<file path="src/rtl/irqagg_pkg.sv">
package irqagg_pkg;

    localparam int DATA_W       = 16;
    localparam int ADDR_W       = 2;
    localparam int N_GPIO_BANKS = 4;
    localparam int N_PERIPH     = 6;
    localparam int N_SRC        = N_GPIO_BANKS + N_PERIPH;
    localparam int GIE_POS      = 15;
    localparam int RUN_POS      = 0;

    typedef enum logic [ADDR_W-1:0] {
        RA_PEND   = 2'd0,
        RA_ENABLE = 2'd1,
        RA_RUN    = 2'd2,
        RA_SPARE  = 2'd3
    } reg_addr_e;

    typedef struct packed {
        logic                gie;
        logic [N_PERIPH-1:0] periph_en;
    } enable_t;

    function automatic logic [DATA_W-1:0] enable_to_word(enable_t e);
        logic [DATA_W-1:0] w;
        w = '0;
        w[GIE_POS] = e.gie;
        w[N_GPIO_BANKS +: N_PERIPH] = e.periph_en;
        return w;
    endfunction

    function automatic enable_t word_to_enable(logic [DATA_W-1:0] w);
        enable_t e;
        e.gie       = w[GIE_POS];
        e.periph_en = w[N_GPIO_BANKS +: N_PERIPH];
        return e;
    endfunction

    // GPIO summaries are always enabled; peripheral bits follow their enables;
    // everything is gated by the global enable.
    function automatic logic [N_SRC-1:0] source_gate(enable_t e);
        return {e.periph_en, {N_GPIO_BANKS{1'b1}}} & {N_SRC{e.gie}};
    endfunction

endpackage

</file>
<file path="src/rtl/irqagg_status.sv">
module irqagg_status
    import irqagg_pkg::*;
#(
    parameter int NB = N_GPIO_BANKS,
    parameter int NP = N_PERIPH,
    localparam int NS = NB + NP
) (
    input  logic          clk,
    input  logic          rst,
    input  logic          run,
    input  logic [NB-1:0] gpio_req,
    input  logic [NP-1:0] periph_req,
    output logic [NS-1:0] pend_q
);

    always_ff @(posedge clk) begin
        if (rst || !run) begin
            pend_q <= '0;
        end else begin
            pend_q <= {periph_req, gpio_req};
        end
    end


    pend_capture_chk: assert property (@(posedge clk) disable iff (rst)
        run |=> pend_q == $past({periph_req, gpio_req}));


    pend_idle_chk: assert property (@(posedge clk) disable iff (rst)
        !run |=> pend_q == '0);

endmodule

</file>
<file path="src/rtl/irqagg_regs.sv">
module irqagg_regs
    import irqagg_pkg::*;
#(
    parameter int DW = DATA_W,
    parameter int NS = N_SRC
) (
    input  logic          clk,
    input  logic          rst,
    input  logic [1:0]    bus_addr,
    input  logic          bus_wr,
    input  logic [DW-1:0] bus_wdata,
    input  logic [NS-1:0] pend_q,
    output logic [DW-1:0] bus_rdata,
    output enable_t       en_q,
    output logic          run_q
);

    reg_addr_e sel;
    assign sel = reg_addr_e'(bus_addr);

    always_ff @(posedge clk) begin
        if (rst) begin
            en_q  <= '0;
            run_q <= 1'b0;
        end else if (bus_wr) begin
            case (sel)
                RA_ENABLE: en_q  <= word_to_enable(bus_wdata);
                RA_RUN:    run_q <= bus_wdata[RUN_POS];
                default: ;
            endcase
        end
    end

    always_comb begin
        bus_rdata = '0;
        case (sel)
            RA_PEND:   bus_rdata[NS-1:0] = pend_q;
            RA_ENABLE: bus_rdata = enable_to_word(en_q);
            RA_RUN:    bus_rdata[RUN_POS] = run_q;
            default:   bus_rdata = '0;
        endcase
    end


    enable_write_chk: assert property (@(posedge clk) disable iff (rst)
        (bus_wr && bus_addr == 2'd1) |=>
            enable_to_word(en_q) == ($past(bus_wdata) & enable_to_word('1)));


    pend_write_ignored_chk: assert property (@(posedge clk) disable iff (rst)
        (bus_wr && bus_addr == 2'd0) |=> ($stable(en_q) && $stable(run_q)));

endmodule

</file>
<file path="src/rtl/irqagg_edge.sv">
module irqagg_edge #(
    parameter int NS = irqagg_pkg::N_SRC
) (
    input  logic          clk,
    input  logic          rst,
    input  logic [NS-1:0] act,
    output logic          host_irq
);

    logic [NS-1:0] prev_q;
    logic [NS-1:0] fresh;
    logic          irq_q;
    logic          irq_d;

    assign fresh = act & ~prev_q;
    // A fresh source while already high forces one low cycle so it re-edges.
    assign irq_d = (|act) & ~(irq_q & (|fresh));

    always_ff @(posedge clk) begin
        if (rst) begin
            prev_q <= '0;
            irq_q  <= 1'b0;
        end else begin
            prev_q <= act;
            irq_q  <= irq_d;
        end
    end

    assign host_irq = irq_q;


    all_clear_drop_chk: assert property (@(posedge clk) disable iff (rst)
        (act == '0) |=> !host_irq);


    rearm_gap_chk: assert property (@(posedge clk) disable iff (rst)
        (host_irq && (act & ~prev_q) != '0) |=> !host_irq);


    gap_recovers_chk: assert property (@(posedge clk) disable iff (rst)
        (!host_irq && act != '0 && act == prev_q) |=> host_irq);

endmodule

</file>
<file path="src/rtl/irq_aggregator.sv">
module irq_aggregator
    import irqagg_pkg::*;
(
    input  logic                    clk,
    input  logic                    rst,
    input  logic [ADDR_W-1:0]       bus_addr,
    input  logic                    bus_wr,
    input  logic [DATA_W-1:0]       bus_wdata,
    output logic [DATA_W-1:0]       bus_rdata,
    input  logic [N_GPIO_BANKS-1:0] gpio_bank_irq,
    input  logic [N_PERIPH-1:0]     periph_irq,
    output logic                    host_irq
);

    logic [N_SRC-1:0] pend_q;
    logic [N_SRC-1:0] act;
    enable_t          en_q;
    logic             run_q;

    irqagg_regs #(.DW(DATA_W), .NS(N_SRC)) regs_i (
        .clk       (clk),
        .rst       (rst),
        .bus_addr  (bus_addr),
        .bus_wr    (bus_wr),
        .bus_wdata (bus_wdata),
        .pend_q    (pend_q),
        .bus_rdata (bus_rdata),
        .en_q      (en_q),
        .run_q     (run_q)
    );

    irqagg_status #(.NB(N_GPIO_BANKS), .NP(N_PERIPH)) status_i (
        .clk        (clk),
        .rst        (rst),
        .run        (run_q),
        .gpio_req   (gpio_bank_irq),
        .periph_req (periph_irq),
        .pend_q     (pend_q)
    );

    assign act = pend_q & source_gate(en_q) & {N_SRC{run_q}};

    irqagg_edge #(.NS(N_SRC)) edge_i (
        .clk      (clk),
        .rst      (rst),
        .act      (act),
        .host_irq (host_irq)
    );


    gie_off_quiet_chk: assert property (@(posedge clk) disable iff (rst)
        !en_q.gie |=> !host_irq);


    run_off_quiet_chk: assert property (@(posedge clk) disable iff (rst)
        !run_q |=> !host_irq);


    disabled_periph_chk: assert property (@(posedge clk) disable iff (rst)
        (pend_q[N_SRC-1:N_GPIO_BANKS] & ~en_q.periph_en) != '0 &&
        (pend_q[N_SRC-1:N_GPIO_BANKS] & en_q.periph_en) == '0 &&
        pend_q[N_GPIO_BANKS-1:0] == '0 |=> !host_irq);

endmodule

</file>
<file path="config.mk">
export PLATFORM = sky130hd
export DESIGN_NAME = irq_aggregator
export DESIGN_NICKNAME = d
export VERILOG_FILES = /design/src/rtl/irqagg_pkg.sv /design/src/rtl/irqagg_status.sv /design/src/rtl/irqagg_regs.sv /design/src/rtl/irqagg_edge.sv /design/src/rtl/irq_aggregator.sv
export SDC_FILE = /design/constraint.sdc
export NUM_CORES = 1
export LEC_CHECK = 0
export ABC_CLOCK_PERIOD_IN_PS = 3100
export BUFFER_PORTS_ARGS = -buffer_cell sky130_fd_sc_hd__buf_4
export CORE_MARGIN = 5
export CORE_UTILIZATION = 45
export CTS_CLUSTER_DIAMETER = 60
export DETAILED_ROUTE_END_ITERATION = 10
export PLACE_DENSITY = 0.74
export SYNTH_ARGS = -nofsm -noshare
export SYNTH_HDL_FRONTEND = slang
export SYNTH_HIERARCHICAL = 1
export SYNTH_SLANG_ARGS = --single-unit
</file>
<file path="constraint.sdc">
create_clock -name clk -period 3.1 [get_ports clk]
set_clock_uncertainty 0.2 [all_clocks]
set_input_delay 0.155 -clock clk [delete_from_list [all_inputs] [get_ports clk]]
set_output_delay 0.155 -clock clk [all_outputs]
set_load 0.1 [all_outputs]
</file>
==> metrics, run 1 <==
critical path's slowest cell dfxtp_1; Post-DP HPWL 1.906 mm; vias 1,101; cell depth of the worst hold path 1; cell taking the most area after synthesis dfxtp_1; Hold Crit Start edge_i/host_irq; vias in the first global route 1,168; Final Setup Violations 0; Core ar. 0.002781 sq mm; Top Ports 48; Setup crit end kind register; # fillers 233; Post-Synth XOR/XNOR Area 0%; Root Driver clkbuf_4; GRT Resource Usage Total 15.38%; final wirelength 3.018 mm; post-route minimum period 2.067 ns; Post-Syn Area 0.001323 sq mm; hold violation total from the final report 0; worst-path maximum fanout 22; dominant cell by count in the synthesized netlist dfxtp_1; RSZ-0062 raised after global routing false; cells on worst reg2reg path 5; die area 0.004123 sq mm; Final GP Congestion 0.6817; Adder-Cell Fraction of Synth Area 0%; status completed; largest family of logic cells by synthesized area simple AND/OR/NAND/NOR gates; Slew headroom 56.20%; Die W 64.21 microns; share of layout cells above drive strength 1 25.79%; Avg Inst Size Synth 9.870 sq um; Crit path arrival time 2.11 ns; Reg-to-Reg End edge_i/host_irq; most used flip-flop cell after synthesis dfxtp_1; via density per instance 4.982; clk_lat worst skew 0.32 ns; wire per inst 13.66 microns; Synth Register Bits 29; WS Path Type reg2reg; PD cells 413.5 mW/mm^2; initial antenna violation count 0; Commonest cells post-synth dfxtp_1 (29), nand2b_1 (18), mux2i_1 (15), nor2_1 (15), and3b_1 (12); fin nets 220; ant diodes 0; Compound-Gate Fraction of Synth Area 3.690%; post-synthesis simple-gate area fraction 33.21%; Critical Path Max Stage Delay 0.53 ns; Routed Antenna Nets 0; fin crit share 66.68%; synth unique cells 27; post-route worst setup slack 1.033 ns; overall die height 64.21 microns; CTS clk-pin slew, worst paths 0.09 ns; Layout Cells excl Fill 221; fin util 65.72%; H-tree depth 2; global-route wire length before repair 5.037 mm; initial core utilization 47.55%; # DRC 0; reg2reg start regs_i/run_q; worst slack, placed 1.092 ns; Mapped Cells 134; Iter 0 DRT Violations 19; dpl cells 193; drt pass-1 iters 4; post-CTS sizing 0; Data required, critical path 3.14 ns; maximum clock frequency 483.8 MHz; crit-path cells and3_2 -> or2b_1 -> o2111ai_1 -> or4_4 -> a221oi_2; total grt overflow 0; Leak 0.8574 nW; largest net degree at the start of global routing 38; post-synth top area share 43.90%; Post-synth EDFFs 0; VDD IR max 0.3314 mV; Synth area leaders dfxtp_1 (44%), mux2i_1 (11%), nand2b_1 (8.5%); min-delay worst type reg2reg; synth warn 6; Async SR Flop Fraction 0%; clk sink count 29; postcts setup bufs 0; Max Slew Vio Count 0; cts bufs inserted 5; Area growth syn-to-layout 38.22%; worst hold path endpoint edge_i/host_irq; FP Rows 19; Fin Setup TNS 0 ns; multiplexer share of the synthesized area 11.35%; Longest Clk Path Bufs 2; CTS tree yes; max-cap viol count 0; Worst R2R Setup Slack 1.03 ns; Critical Path Start Type register; Seq/Total Area, Yosys 43.90%; Port Buffers 34; worst slew pin tran 0.6561 ns
## sequential cells by signal, indices dropped and copies added, names as in the netlist
name and count:
edge_i/host_irq 1, regs_i/en_q 7, status_i/pend_q 10, regs_i/run_q 1, edge_i/prev_q 10
## layout make-up
class | instances | area (sq um) | area share (%)
Clock buffer | 7 | 65.06 | 3.559
Inverter | 7 | 26.28 | 1.437
Multi-Input combinational cell | 92 | 656.9 | 35.93
Timing Repair Buffer | 54 | 455.4 | 24.91
Tap cell | 31 | 38.79 | 2.122
Sequential cell | 29 | 580.6 | 31.76
Clock inverter | 1 | 5.005 | 0.2738
## logic make-up after synthesis
family                 after synthesis
AOI/OAI and AO/OA                    5
buffers and inverters               17
DFF                                 29
muxes                               15
other                                1
and+or+nand+nor                     67
## stage by stage
stage	cell area, sq um	hold slack, ns	total power (W)
after floorplan	1338	0.02661	0.0004602
after global placement	1558	0.2008	0.0004827
after detailed placement	1558	0.2028	0.0004839
after CTS	1828	0.2559	0.0007644
after global routing	1828	0.2677	0.0007867
final	1828	0.2614	0.0007558
## worst max-delay path by stage
stage | end | startpoint | slack (ns)
floorplan | bus_rdata[0] | regs_i/run_q | 0.85
global placement | edge_i/host_irq | regs_i/run_q | 1.14
detailed placement | edge_i/host_irq | regs_i/run_q | 1.09
CTS | edge_i/host_irq | regs_i/run_q | 1.06
global route | edge_i/host_irq | regs_i/run_q | 0.93
finish | edge_i/host_irq | regs_i/run_q | 1.03
## layout by cell type, fill, tap and decap left out, drive strengths merged
master	Yosys	routed
and3b	12	12
conb	1	5
nor4	1	1
or4	2	2
nor2b	3	3
nor3	1	1
dlygate4sd3	0	20
nand2b	18	18
dfxtp	29	29
and2	3	3
nand3b	1	1
and4	6	6
clkbuf	2	7
or2b	1	1
buf	8	34
clkinv	2	3
o2111ai	1	1
mux2i	15	15
inv	5	5
a221oi	1	1
o22ai	3	3
nor2	15	15
and3	4	4
## per-layer routing
layer | part of all wire [%] | up-vias | routed length (microns) | track usage (%)
met5 | 0 | - | 0 | 0
met4 | 0.40 | 0 | 12 | 5.344
met3 | 5.2 | 2 | 157 | 5.254
met2 | 53 | 27 | 1593 | 27.89
met1 | 42 | 514 | 1254 | 16.45
li1 | - | 558 | - | -
## power by group
| part | total, W | switching, W | internal [W] |
|---|---|---|---|
| clock network | 0.000259 | 0.000128 | 0.000131 |
| registers | 0.000384 | 0.00000622 | 0.000377 |
| logic | 0.000113 | 0.0000640 | 0.0000488 |
| total | 0.000756 | 0.000198 | 0.000557 |
## worst max-delay path: cells and delay by family (launching register included)
kind,cells,cell delay (ns)
simple gates,3,0.93
compound gates,2,0.33
flops,1,0.53
## what timing repair did
item                                    CTS  global route
hold buffers                             20             0
endpoints found under the hold margin    28             0
endpoints found under the setup margin    0             0
No activity file was read; power rests on OpenSTA's default activity.
==> run 2, diff against run 1 <==
--- a/config.mk
+++ b/config.mk
@@ -5,10 +5,10 @@
 export SDC_FILE = /design/constraint.sdc
 export NUM_CORES = 1
 export LEC_CHECK = 0
-export ABC_CLOCK_PERIOD_IN_PS = 3100
+export ABC_CLOCK_PERIOD_IN_PS = 1900
 export BUFFER_PORTS_ARGS = -buffer_cell sky130_fd_sc_hd__buf_4
 export CORE_MARGIN = 5
-export CORE_UTILIZATION = 45
+export CORE_UTILIZATION = 43
 export CTS_CLUSTER_DIAMETER = 60
 export DETAILED_ROUTE_END_ITERATION = 10
 export PLACE_DENSITY = 0.74
==> constraint.sdc (replaced) <==
create_clock -name clk -period 1.9 [get_ports clk]
set_clock_uncertainty 0.2 [all_clocks]
set_input_delay 0.095 -clock clk [delete_from_list [all_inputs] [get_ports clk]]
set_output_delay 0.095 -clock clk [all_outputs]
set_load 0.1 [all_outputs]
==> metrics, run 2 (synthesis gave the netlist of run 1 again) <==
Comb pwr share 14.3%; Int Power 0.001012 W; post-route minimum period 1.812 ns; final wirelength 3.233 mm; Area growth syn-to-layout 43.24%; gr busiest metal met2; CTS clk-pin slew, worst paths 0.09 ns; min-delay worst type in2reg; grt met1 use 16.51%; RSZ-0062 raised after global routing false; die area 0.004285 sq mm; Iter 0 DRT Violations 15; vias 1,121; global-route wire length before repair 5.244 mm; cell depth of the worst hold path 3; drt pass-1 iters 4; CTS tree yes; grt met3 use 6.667%; clk sink count 29; Data required, critical path 1.95 ns; Die W 65.46 microns; Setup crit end kind register; worst hold path endpoint regs_i/en_q[4]; switching pwr 0.0003316 W; Final Setup Violations 0; VDD IR max 0.4848 mV; Max Slew Vio Count 0; status completed; GRT Resource Usage Total 16.41%; Core ar. 0.003003 sq mm; PD cells 709.3 mW/mm^2; Longest Clk Path Bufs 2; Fin Setup TNS 0 ns; reg2reg start regs_i/en_q[6]; total grt overflow 0; vias in the first global route 1,176; clock power share 39.2%; cells on worst reg2reg path 5; largest net degree at the start of global routing 38; CP delay by family, top simple AND/OR/NAND/NOR gates; Critical Path Start Type register; crit-path cells and4_1 -> clkinv_1 -> o22ai_1 -> or4_4 -> a221oi_2; final hold slack 0.2071 ns; ant diodes 0; Hold Crit Start bus_wr; hold violation total from the final report 0; max-cap viol count 0; cts bufs inserted 5; Worst R2R Setup Slack 0.09 ns; Crit path arrival time 1.87 ns; worst-path maximum fanout 12; FP Rows 20; commonest non-fill, non-tap cell in the layout buf_4; wire per inst 14.24 microns; Routed Antenna Nets 0; maximum clock frequency 552.0 MHz; GRT met2 Usage 31.48%; fin crit share 95.35%; most frequent cells in the layout buf_4 (38), dfxtp_1 (28), dlygate4sd3_1 (20); overall die height 65.46 microns; sw frac 24.68%; # DRC 0; critical path's slowest cell or4_4; Post-DP HPWL 2.139 mm; sequential power share 46.5%; via density per instance 4.938; Port Buffers 34; share of layout cells above drive strength 1 30.93%; Root Driver clkbuf_4; Reg-to-Reg End edge_i/host_irq; Leak 0.8817 nW; Critical Path Max Stage Delay 0.54 ns; Final GP Congestion 0.7032; fin nets 224; clk_lat worst skew 0.33 ns; initial core utilization 44.04%; initial antenna violation count 0; top flop regs edge_i/prev_q: 10 flops, status_i/pend_q: 10 flops, regs_i/en_q: 7 flops; H-tree depth 2; WS Path Type reg2reg; Top Ports 48; Buf/Inv on CP 1
## run 2: changes by cell type in the layout (fill, tap and decap cells not counted), sizes merged
cell	delta
buf	+4
bufinv	+1
clkinv	-1
## run 2: timing repair
item                                   in CTS  in global routing
hold buffers                               20                  0
resized for setup                           0                  1
buffers inserted                            0                  0
setup endpoints to repair                   0                  2
endpoints found under the hold margin      29                  0
## run 2: worst max-delay path by stage
| stage | from | end | cells past startpoint |
|---|---|---|---|
| global route | regs_i/en_q[6] | edge_i/host_irq | 5 |
| detailed placement | regs_i/run_q | edge_i/host_irq | 5 |
| floorplan | regs_i/run_q | edge_i/host_irq | 5 |
| global placement | regs_i/run_q | edge_i/host_irq | 5 |
| CTS | regs_i/run_q | edge_i/host_irq | 5 |
| finish | regs_i/en_q[6] | edge_i/host_irq | 5 |
## run 2: routing by layer
metal,up-vias,routed length [microns],share of wire [%]
met4,0,16,0.49
met1,521,1356,42
li1,568,-,-
met2,30,1684,52
met5,-,0,0
met3,2,176,5.4
## run 2: area by class of cell
type,count,area [sq um]
fillers,243,1109
flip-flops and latches,29,581.8
repair buffers,58,485.5
clock inverters,1,30.03
inverters,7,26.28
well taps,33,41.29
multi-input cells,92,674.4
clock buffers,7,55.05
## run 2: metrics by stage
| step | cells | total power [W] | worst slack (ns) | cell area, sq um | util (%) |
|---|---|---|---|---|---|
| after CTS | 227 | 0.001342 | 0.04974 | 1893 | 63.04 |
| after floorplan | 138 | 0.0007533 | 0.1282 | 1355 | - |
| final | 227 | 0.001344 | 0.08838 | 1894 | 63.08 |
| after detailed placement | 199 | 0.0007959 | 0.06162 | 1608 | 53.54 |
| after global placement | 199 | 0.0007919 | 0.08367 | 1608 | 53.54 |
| after global routing | 227 | 0.001394 | 0.003693 | 1894 | 63.08 |
## run 2: worst reg2reg max path: stages, from the launching register on
cell and delay, ns:
dfxtp_1 0.42, and4_1 0.23, clkinv_1 0.07, o22ai_1 0.08, or4_4 0.54, a221oi_2 0.21
## run 2: power by group through the flow
stage          Combinational, W  Clock [W]  Sequential (W)
6_report               0.000193   0.000527        0.000624
5_1_grt                0.000202   0.000566        0.000626
4_1_cts                0.000190   0.000528        0.000624
3_5_place_dp           0.000158          0        0.000638
3_3_place_gp           0.000154          0        0.000638
2_1_floorplan          0.000117          0        0.000636
==> run 3, diff against run 2 <==
--- a/config.mk
+++ b/config.mk
@@ -5,13 +5,13 @@
 export SDC_FILE = /design/constraint.sdc
 export NUM_CORES = 1
 export LEC_CHECK = 0
-export ABC_CLOCK_PERIOD_IN_PS = 1900
+export ABC_CLOCK_PERIOD_IN_PS = 2060
 export BUFFER_PORTS_ARGS = -buffer_cell sky130_fd_sc_hd__buf_4
 export CORE_MARGIN = 5
-export CORE_UTILIZATION = 43
+export CORE_UTILIZATION = 45
 export CTS_CLUSTER_DIAMETER = 60
 export DETAILED_ROUTE_END_ITERATION = 10
-export PLACE_DENSITY = 0.74
+export PLACE_DENSITY_LB_ADDON = 0.25
 export SYNTH_ARGS = -nofsm -noshare
 export SYNTH_HDL_FRONTEND = slang
 export SYNTH_HIERARCHICAL = 1
==> constraint.sdc (replaced) <==
create_clock -name clk -period 2.06 [get_ports clk]
set_clock_uncertainty 0.2 [all_clocks]
set_input_delay 0.103 -clock clk [delete_from_list [all_inputs] [get_ports clk]]
set_output_delay 0.103 -clock clk [all_outputs]
set_load 0.1 [all_outputs]
==> metrics, run 3 (synthesis gave the netlist of run 1 again) <==
CTS clk-pin slew, worst paths 0.08 ns; switching pwr 0.0002878 W; Max Slew Vio Count 0; sw frac 27.01%; placed cell areas 0.001568 sq mm; status completed; postcts setup bufs 0; Die W 64.21 microns; max-cap viol count 0; initial core utilization 47.55%; post-route minimum period 1.954 ns; CTS tree yes; Comb pwr share 16.0%; Iter 0 DRT Violations 41; initial antenna violation count 0; clk_lat worst skew 0.32 ns; die area 0.004123 sq mm; cts bufs inserted 5; final instance area 0.001817 sq mm; ant diodes 0; global-route wire length before repair 4.850 mm; Data required, critical path 2.10 ns; via density per instance 4.937; overall die height 64.21 microns; RSZ-0062 raised after global routing false; clk sink count 29; fin nets 221; Slew headroom 64.73%; Routed Antenna Nets 0; clock power share 29.9%; fin crit share 94.84%; Top Ports 48; Post-DP HPWL 1.949 mm; vias in the first global route 1,130; wire per inst 13.23 microns; maximum clock frequency 511.8 MHz; sequential power share 54.1%; Int Power 0.0007778 W; Port Buffers 34; H-tree depth 2; drt pass-1 iters 4; vias 1,096; post-route worst setup slack 0.1062 ns; Final Setup Violations 0; VDD IR max 0.5261 mV; Area growth syn-to-layout 37.37%; GRT Resource Usage Total 15.34%; Leak 0.8478 nW; top flop regs edge_i/prev_q: 10 flops, status_i/pend_q: 10 flops, regs_i/en_q: 7 flops; Final GP Congestion 0.7360; share of layout cells above drive strength 1 25.13%; fin util 65.32%; hold violation total from the final report 0; Critical Path Start Type register; commonest non-fill, non-tap cell in the layout buf_4; Root Driver clkbuf_4; most frequent cells in the layout buf_4 (35), dfxtp_1 (29), dlygate4sd3_1 (20); PD cells 586.6 mW/mm^2; largest net degree at the start of global routing 38; Core ar. 0.002781 sq mm; Crit path arrival time 2.00 ns; # DRC 0; worst-path maximum fanout 18; worst slack, placed 0.1404 ns; worst slew pin tran 0.5283 ns; WS Path Type reg2reg; FP Rows 19; total grt overflow 0; min-delay worst type in2reg; Longest Clk Path Bufs 2; Fin Setup TNS 0 ns; final wirelength 2.937 mm; Setup crit end kind register
==> run 3: cell types whose count changed in the layout (fill, tap and decap cells not counted), sizes merged <==
cell	delta
buf	-3
bufinv	-1
clkbuf	+1
==> run 3: what timing repair did <==
action                    4_1_cts  5_1_grt
hold endpoints to repair       29        0
resized for setup               0        0
hold buffers                   20        0
==> run 3: final cells by class <==
cell class | instances | area [sq um]
Tap cell | 31 | 38.79
Fill cell | 235 | 964.7
Clock buffer | 8 | 48.80
Timing Repair Buffer | 55 | 462.9
Sequential cell | 29 | 580.6
Multi-Input combinational cell | 92 | 659.4
Inverter | 7 | 26.28
==> run 3: through the flow <==
stage | cells | hold WS, ns | power (W)
after global placement | 194 | 0.1471 | 0.0007269
after global routing | 222 | 0.2195 | 0.001118
final | 222 | 0.2232 | 0.001066
after floorplan | 138 | -0.02539 | 0.0006928
after CTS | 222 | 0.2067 | 0.001079
after detailed placement | 194 | 0.1517 | 0.0007298
==> run 3: layer usage <==
metal	up-vias	GRT usage (%)	wire, microns
met2	25	26.01	1435
li1	558	-	-
met1	509	16.44	1306
met4	0	6.107	34
met5	-	0	0
met3	4	7.180	162
==> run 3: final timing paths <==
kind	startpoint	to	slack, ns	cells past startpoint
min reg2reg	edge_i/host_irq	edge_i/host_irq	0.26	1
min	bus_wr	regs_i/en_q[5]	0.22	3
max reg2reg	regs_i/run_q	edge_i/host_irq	0.11	5
max	regs_i/run_q	edge_i/host_irq	0.11	5
==> run 3: critical path, cell delays in order, from the launching register on <==
cell	delay (ns)
dfxtp_1	0.49
and3_2	0.31
or2b_1	0.15
o2111ai_1	0.10
or4_4	0.43
a221oi_2	0.21
==> run 3: power by group through the flow <==
stage / registers (W) / clock network, W / logic [W]
after floorplan: 0.000587 / 0 / 0.000106
after global placement: 0.000589 / 0 / 0.000138
after detailed placement: 0.000589 / 0 / 0.000140
after CTS: 0.000576 / 0.000332 / 0.000170
after global routing: 0.000578 / 0.000358 / 0.000182
final: 0.000576 / 0.000318 / 0.000171
